[config.mk]
export PLATFORM = sky130hd
export DESIGN_NAME = ulpi_rx_deframer
export DESIGN_NICKNAME = d
export VERILOG_FILES = /design/src/rtl/ulpi_rx_pkg.sv /design/src/rtl/ulpi_rx_bus_split.sv /design/src/rtl/ulpi_rx_crc16.sv /design/src/rtl/ulpi_rx_deframer.sv
export SDC_FILE = /design/constraint.sdc
export NUM_CORES = 1
export LEC_CHECK = 0
export BUFFER_PORTS_ARGS = -buffer_cell sky130_fd_sc_hd__buf_2
export CELL_PAD_IN_SITES_DETAIL_PLACEMENT = 1
export CELL_PAD_IN_SITES_GLOBAL_PLACEMENT = 1
export CORE_AREA = 2 2 115 72
export DETAILED_ROUTE_END_ITERATION = 8
export DIE_AREA = 0 0 117 74
export GPL_TIMING_DRIVEN = 0
export HOLD_SLACK_MARGIN = 0.15
export PLACE_DENSITY = 0.91
export SYNTH_ARGS = -nofsm -noshare
export SYNTH_HDL_FRONTEND = slang
export SYNTH_SLANG_ARGS = --single-unit
[constraint.sdc]
create_clock -name clk -period 3.7 [get_ports clk]
set_input_delay 0.555 -clock clk [delete_from_list [all_inputs] [get_ports clk]]
set_output_delay 0.555 -clock clk [all_outputs]
set_load 0.005 [all_outputs]
[src/rtl/ulpi_rx_pkg.sv]
package ulpi_rx_pkg;

  localparam logic [15:0] CRC_SEED     = 16'hFFFF;
  localparam logic [15:0] CRC_POLY     = 16'h8005;
  localparam logic [15:0] CRC_RESIDUAL = 16'h800D;

  typedef enum logic [1:0] {
    EVT_IDLE   = 2'b00,
    EVT_ACTIVE = 2'b01,
    EVT_DISC   = 2'b10,
    EVT_ERROR  = 2'b11
  } rx_evt_e;

  typedef struct packed {
    logic       alt_int;
    logic       id_pin;
    logic [1:0] evt;
    logic [1:0] vbus;
    logic [1:0] ls;
  } rxcmd_t;

  function automatic logic [15:0] crc16_step(input logic [15:0] cur, input logic [7:0] din);
    logic [15:0] r;
    logic        fb;
    r = cur;
    for (int i = 0; i < 8; i++) begin
      fb = din[i] ^ r[15];
      r  = {r[14:0], 1'b0};
      if (fb) r = r ^ CRC_POLY;
    end
    return r;
  endfunction

  function automatic logic pid_intact(input logic [7:0] p);
    return p[7:4] == ~p[3:0];
  endfunction

  function automatic logic pid_is_data(input logic [7:0] p);
    return pid_intact(p) && (p[1:0] == 2'b11);
  endfunction

endpackage

[src/rtl/ulpi_rx_bus_split.sv]
module ulpi_rx_bus_split (
  input  logic clk,
  input  logic rst,
  input  logic ulpi_dir,
  input  logic ulpi_nxt,
  output logic turn_stb,
  output logic data_stb,
  output logic cmd_stb,
  output logic fall_stb
);
  logic dir_q;

  always_ff @(posedge clk) begin
    if (rst) dir_q <= 1'b0;
    else     dir_q <= ulpi_dir;
  end

  always_comb begin
    turn_stb = ulpi_dir && !dir_q;
    data_stb = ulpi_dir && dir_q && ulpi_nxt;
    cmd_stb  = ulpi_dir && dir_q && !ulpi_nxt;
    fall_stb = !ulpi_dir && dir_q;
  end
endmodule

[src/rtl/ulpi_rx_crc16.sv]
module ulpi_rx_crc16
  import ulpi_rx_pkg::*;
(
  input  logic        clk,
  input  logic        rst,
  input  logic        clr,
  input  logic        en,
  input  logic [7:0]  din,
  output logic [15:0] crc
);
  always_ff @(posedge clk) begin
    if (rst || clr) crc <= CRC_SEED;
    else if (en)    crc <= crc16_step(crc, din);
  end
endmodule

[src/rtl/ulpi_rx_deframer.sv]
module ulpi_rx_deframer
  import ulpi_rx_pkg::*;
#(
  parameter int CNT_W = 11
) (
  input  logic             clk,
  input  logic             rst,
  input  logic             ulpi_dir,
  input  logic             ulpi_nxt,
  input  logic [7:0]       ulpi_data,
  output logic             rx_valid,
  output logic [7:0]       rx_data,
  output logic             rx_sop,
  output logic             rx_eop,
  output logic [1:0]       line_state,
  output logic             stat_valid,
  output logic [CNT_W-1:0] stat_count,
  output logic [3:0]       stat_pid,
  output logic             stat_crc_ok,
  output logic             stat_pid_err,
  output logic             stat_rx_err,
  output logic             stat_trunc
);
  localparam logic [CNT_W-1:0] MIN_DATA_LEN = CNT_W'(3);

  logic turn_stb, data_stb, cmd_stb, fall_stb;
  logic in_pkt, closed, have_pend, pend_first, rxerr_q;
  logic [7:0] pend_q, pid_q;
  logic [CNT_W-1:0] count_q;
  logic [15:0] crc_q;
  rxcmd_t cmd;

  logic start_ev, end_cmd, end_fall, end_ev, abrupt, take, crc_en;
  logic trunc_now, crc_ok_now, pid_err_now;

  ulpi_rx_bus_split u_split (
    .clk(clk), .rst(rst), .ulpi_dir(ulpi_dir), .ulpi_nxt(ulpi_nxt),
    .turn_stb(turn_stb), .data_stb(data_stb), .cmd_stb(cmd_stb), .fall_stb(fall_stb)
  );

  ulpi_rx_crc16 u_crc (
    .clk(clk), .rst(rst), .clr(start_ev), .en(crc_en), .din(ulpi_data), .crc(crc_q)
  );

  always_comb begin
    cmd         = rxcmd_t'(ulpi_data);
    start_ev    = !in_pkt && !closed && ((turn_stb && ulpi_nxt) || (cmd_stb && cmd.evt[0]));
    end_cmd     = in_pkt && cmd_stb && !cmd.evt[0];
    end_fall    = in_pkt && fall_stb;
    end_ev      = end_cmd || end_fall;
    abrupt      = end_fall || (end_cmd && ulpi_data == 8'h00);
    take        = in_pkt && data_stb;
    crc_en      = take && (count_q != '0);
    pid_err_now = (count_q != '0) && !pid_intact(pid_q);
    crc_ok_now  = (count_q != '0) && pid_is_data(pid_q) && (crc_q == CRC_RESIDUAL);
    trunc_now   = (count_q == '0) || (pid_is_data(pid_q) && count_q < MIN_DATA_LEN) || abrupt;
  end

  always_ff @(posedge clk) begin
    if (rst) begin
      in_pkt       <= 1'b0;
      closed       <= 1'b0;
      have_pend    <= 1'b0;
      pend_first   <= 1'b0;
      pend_q       <= '0;
      pid_q        <= '0;
      count_q      <= '0;
      rxerr_q      <= 1'b0;
      rx_valid     <= 1'b0;
      rx_data      <= '0;
      rx_sop       <= 1'b0;
      rx_eop       <= 1'b0;
      line_state   <= '0;
      stat_valid   <= 1'b0;
      stat_count   <= '0;
      stat_pid     <= '0;
      stat_crc_ok  <= 1'b0;
      stat_pid_err <= 1'b0;
      stat_rx_err  <= 1'b0;
      stat_trunc   <= 1'b0;
    end else begin
      rx_valid   <= 1'b0;
      rx_sop     <= 1'b0;
      rx_eop     <= 1'b0;
      stat_valid <= 1'b0;

      if (cmd_stb) line_state <= cmd.ls;
      if (fall_stb) closed <= 1'b0;

      if (start_ev) begin
        in_pkt    <= 1'b1;
        count_q   <= '0;
        pid_q     <= '0;
        rxerr_q   <= 1'b0;
        have_pend <= 1'b0;
      end

      if (take) begin
        if (have_pend) begin
          rx_valid <= 1'b1;
          rx_data  <= pend_q;
          rx_sop   <= pend_first;
        end
        pend_q     <= ulpi_data;
        pend_first <= (count_q == '0);
        have_pend  <= 1'b1;
        count_q    <= count_q + 1'b1;
        if (count_q == '0) pid_q <= ulpi_data;
      end

      if (in_pkt && cmd_stb && cmd.evt == EVT_ERROR) rxerr_q <= 1'b1;

      if (end_ev) begin
        in_pkt    <= 1'b0;
        closed    <= end_cmd;
        have_pend <= 1'b0;
        if (have_pend) begin
          rx_valid <= 1'b1;
          rx_data  <= pend_q;
          rx_sop   <= pend_first;
          rx_eop   <= 1'b1;
        end
        stat_valid   <= 1'b1;
        stat_count   <= count_q;
        stat_pid     <= pid_q[3:0];
        stat_crc_ok  <= crc_ok_now;
        stat_pid_err <= pid_err_now;
        stat_rx_err  <= rxerr_q;
        stat_trunc   <= trunc_now;
      end
    end
  end
endmodule

== Yosys cells after proc, flatten, opt, wreduce, memory -nomap -nowiden ==
Cells that the tools add are included.

* Register bits after elaboration: 82
* Bits in latches: 0
* Memory bits (writable): 0
* Bits in read-only memories: 0
* Input bits: 12
* Output and inout port bits: 33
* Logic and storage cells: 133
* Memories kept: 0

* $add $sub $neg: 1
* Multiply operators: 0
* Divide/modulo/power cells: 0
* Order comparisons: 1
* Eq/ne operators: 4
* Shift operators: 0
* Muxes and demuxes: 45
* Bitwise gates (word level): 18
* Reduce and logical (&&, ||, !) cells: 42

{| class="wikitable"
|+ Operators by type and width
! cell !! number
|-
| $mux W16 || 22
|-
| $mux W8 || 7
|-
| $not A3 Y3 || 8
|-
| $mux W11 || 2
|-
| $logic_and A1 B1 Y1 || 21
|-
| $eq A16 B16 Y1 const B || 1
|-
| $mux W1 || 14
|-
| $add A11 B1 Y11 const B || 1
|-
| $logic_not A11 Y1 || 1
|-
| $lt A11 B2 Y1 const B || 1
|-
| $reduce_bool A11 Y1 || 1
|-
| $logic_not A8 Y1 || 1
|-
| $xor A1 B1 Y1 || 8
|-
| $logic_not A1 Y1 || 7
|-
| $logic_or A1 B1 Y1 || 6
|-
| $reduce_bool A2 Y1 || 3
|-
| $eq A2 B2 Y1 const B || 2
|-
| $eq A4 B4 Y1 || 1
|-
| $not A4 Y4 || 1
|-
| $reduce_or A2 Y1 || 2
|-
| $not A1 Y1 || 1
|}

== Logic depth before layout (Yosys ltp) ==
Gate-level depths: netlist (run 1).

* Word-level depth: 33
* Mapped depth: 8
* Mapped depth without buffers: 6

== Hierarchy ==
From an unflattened synthesis (run 1), not the netlist that was laid out.

* Cell total of the unflattened synthesis: 387
* Area, all modules: 3,532.1 um2

{| class="wikitable"
|+ By module, submodules not included
! module !! times used !! cells each !! area an instance (um2) !! sequential area each (um2)
|-
| ulpi_rx_deframer || 1 || 295 || 2,670.1 || 1,301.2
|-
| ulpi_rx_crc16 || 1 || 86 || 803.3 || 320.3
|-
| ulpi_rx_bus_split || 1 || 6 || 58.8 || 20.0
|}

== Worst setup path after synthesis (run 1) ==
Ideal clock, no wire load.

* Kind: input to register
* From: input ulpi_data[4]
* To: register u_crc.crc[6]
* Arrival: 1,823 ps
* Required time: 3,566 ps
* Slack: 1,743 ps
* Stages: 6
* Buffers on the path: 2
* Path through: buf_2 -> and3b_1 -> o211ai_1 -> nor2b_1 -> buf_2 -> o211ai_1

* Cells in the longest elaborated chain, start to end: 4

{| class="wikitable"
|+ Ends and longest elaborated chain
! item !! line !! RTL
|-
| from (decl) || ulpi_rx_deframer.sv:10 || <nowiki>input logic [7:0] ulpi_data,</nowiki>
|-
| $logic_and A1 B1 Y1 || ulpi_rx_deframer.sv:47 || <nowiki>start_ev = !in_pkt && !closed && ((turn_stb && ulpi_nxt) || (cmd_stb && cmd.evt[0]));</nowiki>
|-
| $logic_or A1 B1 Y1 || ulpi_rx_deframer.sv:47 ||
|-
| $logic_and A1 B1 Y1 || ulpi_rx_deframer.sv:47 ||
|-
| $logic_or A1 B1 Y1 || ulpi_rx_crc16.sv:12 || <nowiki>if (rst || clr) crc <= CRC_SEED;</nowiki>
|-
| to (signal assigned) || ulpi_rx_crc16.sv:13 || <nowiki>else if (en) crc <= crc16_step(crc, din);</nowiki>
|-
| to (decl) || ulpi_rx_crc16.sv:9 || <nowiki>output logic [15:0] crc</nowiki>
|}

No other way between the ends.
A chain may end at the register's enable or synchronous reset.

== Worst setup path in the final report (run 1) ==
Ends and elaborated chain as after synthesis.

==> summary.txt, run 1 <==
Critical path
  • CP max FO: 10
  • Reg2Reg Setup Slack: 1400 ps
  • Reg2reg start: u_split.dir_q$_SDFF_PP0_
  • Required @ worst endpoint: 3900 ps
  • Critical setup path kind: input port to register
  • Crit end category: register
  • Startpoint types: input port
  • Crit path DAT: between 2000 and 3000 ps
  • Reg2reg end: u_crc.crc[1]$_SDFFE_PP1P_
  • Worst Setup SP: ulpi_data[4]
  • Register-to-Register Path Depth: 8
  • Critical path endpoint: u_crc.crc[6]$_SDFFE_PP1P_

Global route
  • Number of global-route vias before repair: 3371
  • Initial antenna violation count: 0
  • First-pass GRT wire length: approximately 18000 µm
  • Largest net degree at the start of global routing: 15
  • GRT Total Usage: 0.2725
  • GR Overflow Total: 0

Routing
  • WL/cell: 18.95 µm
  • Final WL: 10920 µm
  • Vias per cell: around 5.6
  • DRC: 0
  • Detailed-route via count: 3245
  • Initial DRC Count: 274
  • 1st-pass router iterations: 4
  • Routed Antenna Nets: 0

Floorplanning
  • Total core area: between 7000 and 8000 µm²
  • Die X: 117 µm
  • Die area: 8658 µm²
  • Die Ht: 74 µm
  • Starting density of the core: 0.4473
  • Rows: 25
  • Num ports: between 40 and 50

Synthesis
  • Syn_area_per_cell: approximately 8.4 µm²
  • Post-synthesis cell type count: 37
  • Area share of the largest cell type after synthesis: 0.4788
  • Syn Inst Count: 410
  • Register bit total from synthesis: between 80 and 90
  • Yosys top cell by area: dfxtp_1
  • Post-Syn Nets: about 420
  • Ys flop type: dfxtp_1
  • Post-synth EDFFs: 0
  • Ranking of synthesized cells by area: dfxtp_1 48%, nand2_1 10%, a21oi_1 7.2%
  • Post-synth ARST share: 0
  • Synthesized cell area: 3428 µm²
  • Register area share after synthesis: 0.4788
  • Yosys warns: 0

Pwr
  • Peak VDD IR: 282.7 µV
  • Pwr/cell area: 472.9 nW/µm²
  • Leak: approximately 1.5 nW

CTS
  • H-tree depth: 3
  • Max clock buf depth: 2
  • CTS sink cnt: 82
  • Post-CTS Resized: 0
  • Worst skew pair latency: ~350 ps
  • Hold buffer count at CTS: 0
  • Post-CTS Setup Inserts: 0
  • Cts bufs inserted: 9
  • Clock-pin slew on the worst setup and hold paths: 60 ps
  • Root Driver: clkbuf_16
  • CTS tree: done

Timing
  • Minimum clock period: between 2000 and 2500 ps
  • Period utilization: 0.6310
  • RSZ-0062 raised after global routing: false
  • Setup Skew: 6.925 ps
  • Final-report setup violation count: 0
  • Worst slew pin tran: approximately 830 ps
  • Slew HR: 0.4465
  • Setup TNS Final: 0 ps
  • Final Max Tran Viols: 0
  • Hold Violations, Final: 0
  • Achievable Freq: approximately 430 MHz

Final layout
  • Area Growth Syn to Fin: 18.98%
  • Register area: 1642 µm²
  • Area of the multi-input gates: 1679 µm²
  • Fillers: 950
  • N_diodes: 0
  • Design area: 4079 µm²
  • Fraction of layout cells with a size suffix above 1: 0.1410
  • Final nets: 477

Flow run
  • Max-cap violation count: 0

Min path
  • Min-Delay Path Class: register to register

Placed design
  • Gpl congestion: about 0.90
  • Dpl cell area: 3774 µm²
  • Port buffer count: 42
  • Final HPWL DP: roughly 7300 µm

Run status
  • Status: finished, final reports clean
cell families (layout without fill, tap and decap cells):
| logic type | after synthesis | count (layout) | share of synthesized area |
|---|---|---|---|
| buf+inv | 28 | 86 | 0.03139 |
| mux | 11 | 11 | 0.03248 |
| simple gates | 187 | 187 | 0.2474 |
| xor+xnor | 28 | 28 | 0.08212 |
| compound gates | 72 | 72 | 0.1204 |
| fa+ha+maj | 2 | 2 | 0.007298 |
| flops | 82 | 82 | 0.4788 |
sequential cells by signal, summed over array words and instances (netlist names), 2 cells and up, named ones only:
name        count
u_crc.crc      16
pid_q           8
line_state      2
stat_count     11
count_q        11
pend_q          8
stat_pid        4
cells in the mapped netlist (all sizes together), types with 5 or more instances:
cell	instances
mux2i	10
nand3	21
a21oi	50
xnor2	16
nor2	29
nor3	7
o21ai	5
nand4	8
o211ai	7
clkbuf	22
nand2	92
dfxtp	82
nor2b	7
nor4	5
and2	6
xor2	11
worst min path at each step:
| stage | from | end | slack, ps | cells after the start |
|---|---|---|---|---|
| 2_1_floorplan | pend_first$_SDFFE_PP0P_ | pend_first$_SDFFE_PP0P_ | 430 | 2 |
| 3_3_place_gp | stat_count[5]$_SDFFE_PP0N_ | stat_count[5]$_SDFFE_PP0N_ | 440 | 2 |
| 3_5_place_dp | stat_count[1]$_SDFFE_PP0N_ | stat_count[1]$_SDFFE_PP0N_ | 450 | 2 |
| 4_1_cts | stat_rx_err$_SDFFE_PP0N_ | stat_rx_err$_SDFFE_PP0N_ | 460 | 2 |
| 5_1_grt | stat_count[4]$_SDFFE_PP0N_ | stat_count[4]$_SDFFE_PP0N_ | 480 | 2 |
| 6_report | stat_count[0]$_SDFFE_PP0N_ | stat_count[0]$_SDFFE_PP0N_ | 450 | 2 |
critical path: stages:
cell	delay, ps
buf_2	160
and3b_1	210
o211ai_1	680
nor2b_1	460
buf_2	310
o211ai_1	150
report_power, final:
part | switching (mW) | internal, mW
registers | 0.00333 | 0.886
logic | 0.0747 | 0.0377
clock network | 0.386 | 0.541
total | 0.464 | 1.47
metrics by stage:
| step | util | total power, mW | setup slack (ps) | instances | hold slack [ps] |
|---|---|---|---|---|---|
| floorplan | - | 0.9806 | 1743 | 410 | 427.3 |
| global placement | 0.4924 | 1.013 | 1209 | 560 | 443.3 |
| detailed placement | 0.4924 | 1.018 | 1100 | 560 | 448.6 |
| CTS | 0.5322 | 1.931 | 1425 | 576 | 457.1 |
| global route | 0.5322 | 1.974 | 1209 | 576 | 483.7 |
| finish | 0.5322 | 1.929 | 1365 | 576 | 453.2 |
cells in the final DEF, fill, tap and decap left out, types with 9 or more instances in the layout:
cell type,n
buf_2,44
clkbuf_16,9
nand3_1,21
clkbuf_1,22
xnor2_1,16
dfxtp_1,82
nand2_1,92
nor2_1,29
mux2i_1,10
a21oi_1,49
area by class of cell:
cell class                      instances  area share
Clock buffer                           10     0.05859
Tap cell                              108     0.03313
Inverter                                3    0.002761
Buffer                                 25     0.02362
Clock inverter                          6     0.01626
Sequential cell                        82      0.4025
Multi-Input combinational cell        300      0.4117
Timing Repair Buffer                   42     0.05153
layer usage:
metal / track usage / part of all wire
met3: 0.07335 / 0.083
met1: 0.3657 / 0.44
met5: 0 / 0
met2: 0.4168 / 0.45
met4: 0.1242 / 0.023
Note: power is estimated with default switching activity, not from simulation.
==> inputs of run 2 (changes only) <==
- CORE_AREA: 2 2 115 72 -> 2 2 120 75
- DIE_AREA: 0 0 117 74 -> 0 0 122 77
- PLACE_DENSITY: 0.91 -> 0.85
- clock period: 3.7 -> 2.28 ns (I/O delays scaled with it)
==> run 2 against run 1 <==
- final cell count rose by 0.87%
- largest cell class unchanged
- routed wire length fell by 6.7%
- sequential share of layout area fell by 0.22 points
- via count fell by 3.9%
- critical endpoint is now u_crc.crc[15]$_SDFFE_PP1P_
- combinational power rose by 63%
- worst hold slack got worse by 160 ps
==> summary.txt, run 2 (synthesis gave the netlist of run 1 again) <==
Global route
  • First-pass GRT wire length: 16350 µm (was 17600 µm)
  • Initial antenna violation count: 0 (unchanged)
  • GR Overflow Total: 0 (unchanged)
  • Largest net degree at the start of global routing: 14 (was 15)
  • GRT Total Usage: 0.2281 (was 0.2725)
  • Number of global-route vias before repair: 3145 (was 3371)

CTS
  • CTS tree: done (unchanged)
  • Hold buffer count at CTS: 0 (unchanged)
  • Clock-pin slew on the worst setup and hold paths: 60 ps (about the same)
  • Cts bufs inserted: 9 (unchanged)
  • CTS sink cnt: 82 (unchanged)
  • H-tree depth: 3 (unchanged)
  • Worst skew pair latency: 350 ps (about the same)
  • Max clock buf depth: 2 (unchanged)
  • Root Driver: clkbuf_16 (unchanged)

Pwr
  • Power Total: 3.114 mW (was 1.929 mW)
  • Leak: 1.567 nW (was 1.549 nW)
  • Pwr/cell area: 759.2 nW/µm² (was 472.9 nW/µm²)
  • Peak VDD IR: 416.0 µV (was 282.7 µV)

Final layout
  • Post-route insts no fill: 581 (was 576)
  • Commonest non-fill, non-tap cell in the layout: nand2_1 (unchanged)
  • Register area: 1642 µm² (unchanged)
  • Area Growth Syn to Fin: 19.63% (was 18.98%)
  • Most frequent cells in the layout: 92 x nand2_1, 82 x dfxtp_1, 49 x a21oi_1 (unchanged)
  • Fillers: 997 (was 950)
  • Top Registers: u_crc.crc x16, count_q x11, stat_count x11 (unchanged)
  • Largest Register: u_crc.crc (unchanged)
  • Fraction of layout cells with a size suffix above 1: 0.1471 (was 0.1410)
  • Area of the multi-input gates: 1679 µm² (unchanged)
  • Final nets: 478 (was 477)
  • N_diodes: 0 (unchanged)
  • Largest register FFs: 16 (unchanged)

Timing
  • Final-report setup violation count: 0 (unchanged)
  • Setup Skew: 6.988 ps (was 6.925 ps)
  • Final Max Tran Viols: 0 (unchanged)
  • Achievable Freq: 481.8 MHz
  • Hold Violations, Final: 0 (unchanged)
  • Period utilization: 0.9104
  • Slew HR: 0.5588 (was 0.4465)
  • RSZ-0062 raised after global routing: false (unchanged)
  • Worst slew pin tran: 661.8 ps (was 826.7 ps)
  • Minimum clock period: 2076 ps

Critical path
  • CP max FO: 10 (unchanged)
  • Crit end category: register (unchanged)
  • Critical setup path kind: register to register (was input port to register)
  • Required @ worst endpoint: 2510 ps (was 3900 ps)
  • Reg2Reg Setup Slack: 200 ps (was 1400 ps)
  • Worst path max stage delay: 440 ps (was 680 ps)
  • Critical path's slowest cell: and3_1 (was o211ai_1)
  • Worst path cell trace: and2_1, clkbuf_1, and3_1, nand2_1, clkbuf_2, nor2_1, a21oi_1 (was buf_2, and3b_1, o211ai_1, nor2b_1, buf_2, o211ai_1)
  • Startpoint types: register (was input port)
  • Crit path DAT: 2300 ps (was 2540 ps)

Floorplanning
  • Num ports: 45 (unchanged)
  • Total core area: 8295 µm² (was 7664 µm²)
  • Rows: 26 (was 25)
  • Starting density of the core: 0.4133 (was 0.4473)
  • Die area: 9394 µm² (was 8658 µm²)
  • Die X: 122 µm (was 117 µm)
  • Die Ht: 77 µm (was 74 µm)

Routing
  • WL/cell: 17.52 µm (was 18.95 µm)
  • 1st-pass router iterations: 4 (unchanged)
  • Detailed-route via count: 3117 (was 3245)
  • DRC: 0 (unchanged)
  • Initial DRC Count: 176 (was 274)
  • Vias per cell: 5.365 (was 5.634)
  • Routed Antenna Nets: 0 (unchanged)
  • Final WL: 10180 µm (was 10920 µm)

Flow run
  • Max-cap violation count: 0 (unchanged)

Run status
  • Status: finished, final reports clean (unchanged)

Placed design
  • Gpl congestion: 0.8646 (was 0.8987)
  • Port buffer count: 42 (unchanged)
  • Dpl cells: 564 (was 560)
  • Final HPWL DP: 7227 µm (was 7261 µm)

Min path
  • Min-Delay Path Class: input port to register (was register to register)
[run 2: final timing paths]
kind	from	end	depth (start not counted)
hold reg to reg	stat_count[0]$_SDFFE_PP0N_	stat_count[0]$_SDFFE_PP0N_	2
setup reg to reg	u_split.dir_q$_SDFF_PP0_	u_crc.crc[15]$_SDFFE_PP1P_	7
hold / removal	ulpi_data[3]	pend_q[3]$_SDFFE_PP0P_	3
setup / recovery	u_split.dir_q$_SDFF_PP0_	u_crc.crc[15]$_SDFFE_PP1P_	7
[run 2: layer usage]
metal  global-route usage  part of all wire  up-vias
li1                     -                 -     1501
met4              0.05632            0.0098        0
met2               0.3575              0.46       93
met3              0.06622             0.075        7
met5                    0                 0        -
met1               0.3090              0.45     1516
[run 2: report_power, final]
part | switching (mW) | total [mW] | internal (mW)
logic | 0.118 | 0.182 | 0.0643
clock network | 0.581 | 1.49 | 0.906
registers | 0.00571 | 1.44 | 1.44
total | 0.705 | 3.11 | 2.41
[run 2: worst max-delay path, delay by kind of cell, from the launching register on]
family	cells	cell delay [ps]
flip-flops	1	430
AO/OA/AOI/OAI	1	110
AND/OR/NAND/NOR	4	960
buffers and inverters	2	450
[run 2: stage by stage]
step	util	hold WS, ps	setup TNS (ps)	area, µm²	setup WS (ps)
finish	0.4944	291.5	0	4101	204.4
global route	0.4944	288.1	0	4101	8.955
CTS	0.4925	285.6	0	4085	72.98
detailed placement	0.4555	449.3	-44.48	3779	-26.52
global placement	0.4555	440.9	0	3779	60.56
floorplan	-	427.3	0	3428	536.0
[run 2: cell type report]
type / instances / share of cell area
well taps: 112 / 0.03417
flip-flops and latches: 82 / 0.4002
clock inverters: 4 / 0.01220
inverters: 3 / 0.002746
repair buffers: 45 / 0.05674
plain buffers: 23 / 0.02196
clock buffers: 12 / 0.06254
multi-input cells: 300 / 0.4094
[run 2: repair_timing]
| item | in CTS | in global routing |
|---|---|---|
| resized for setup | 0 | 2 |
| buffers inserted | 0 | 3 |
| endpoints found under the setup margin | 0 | 23 |
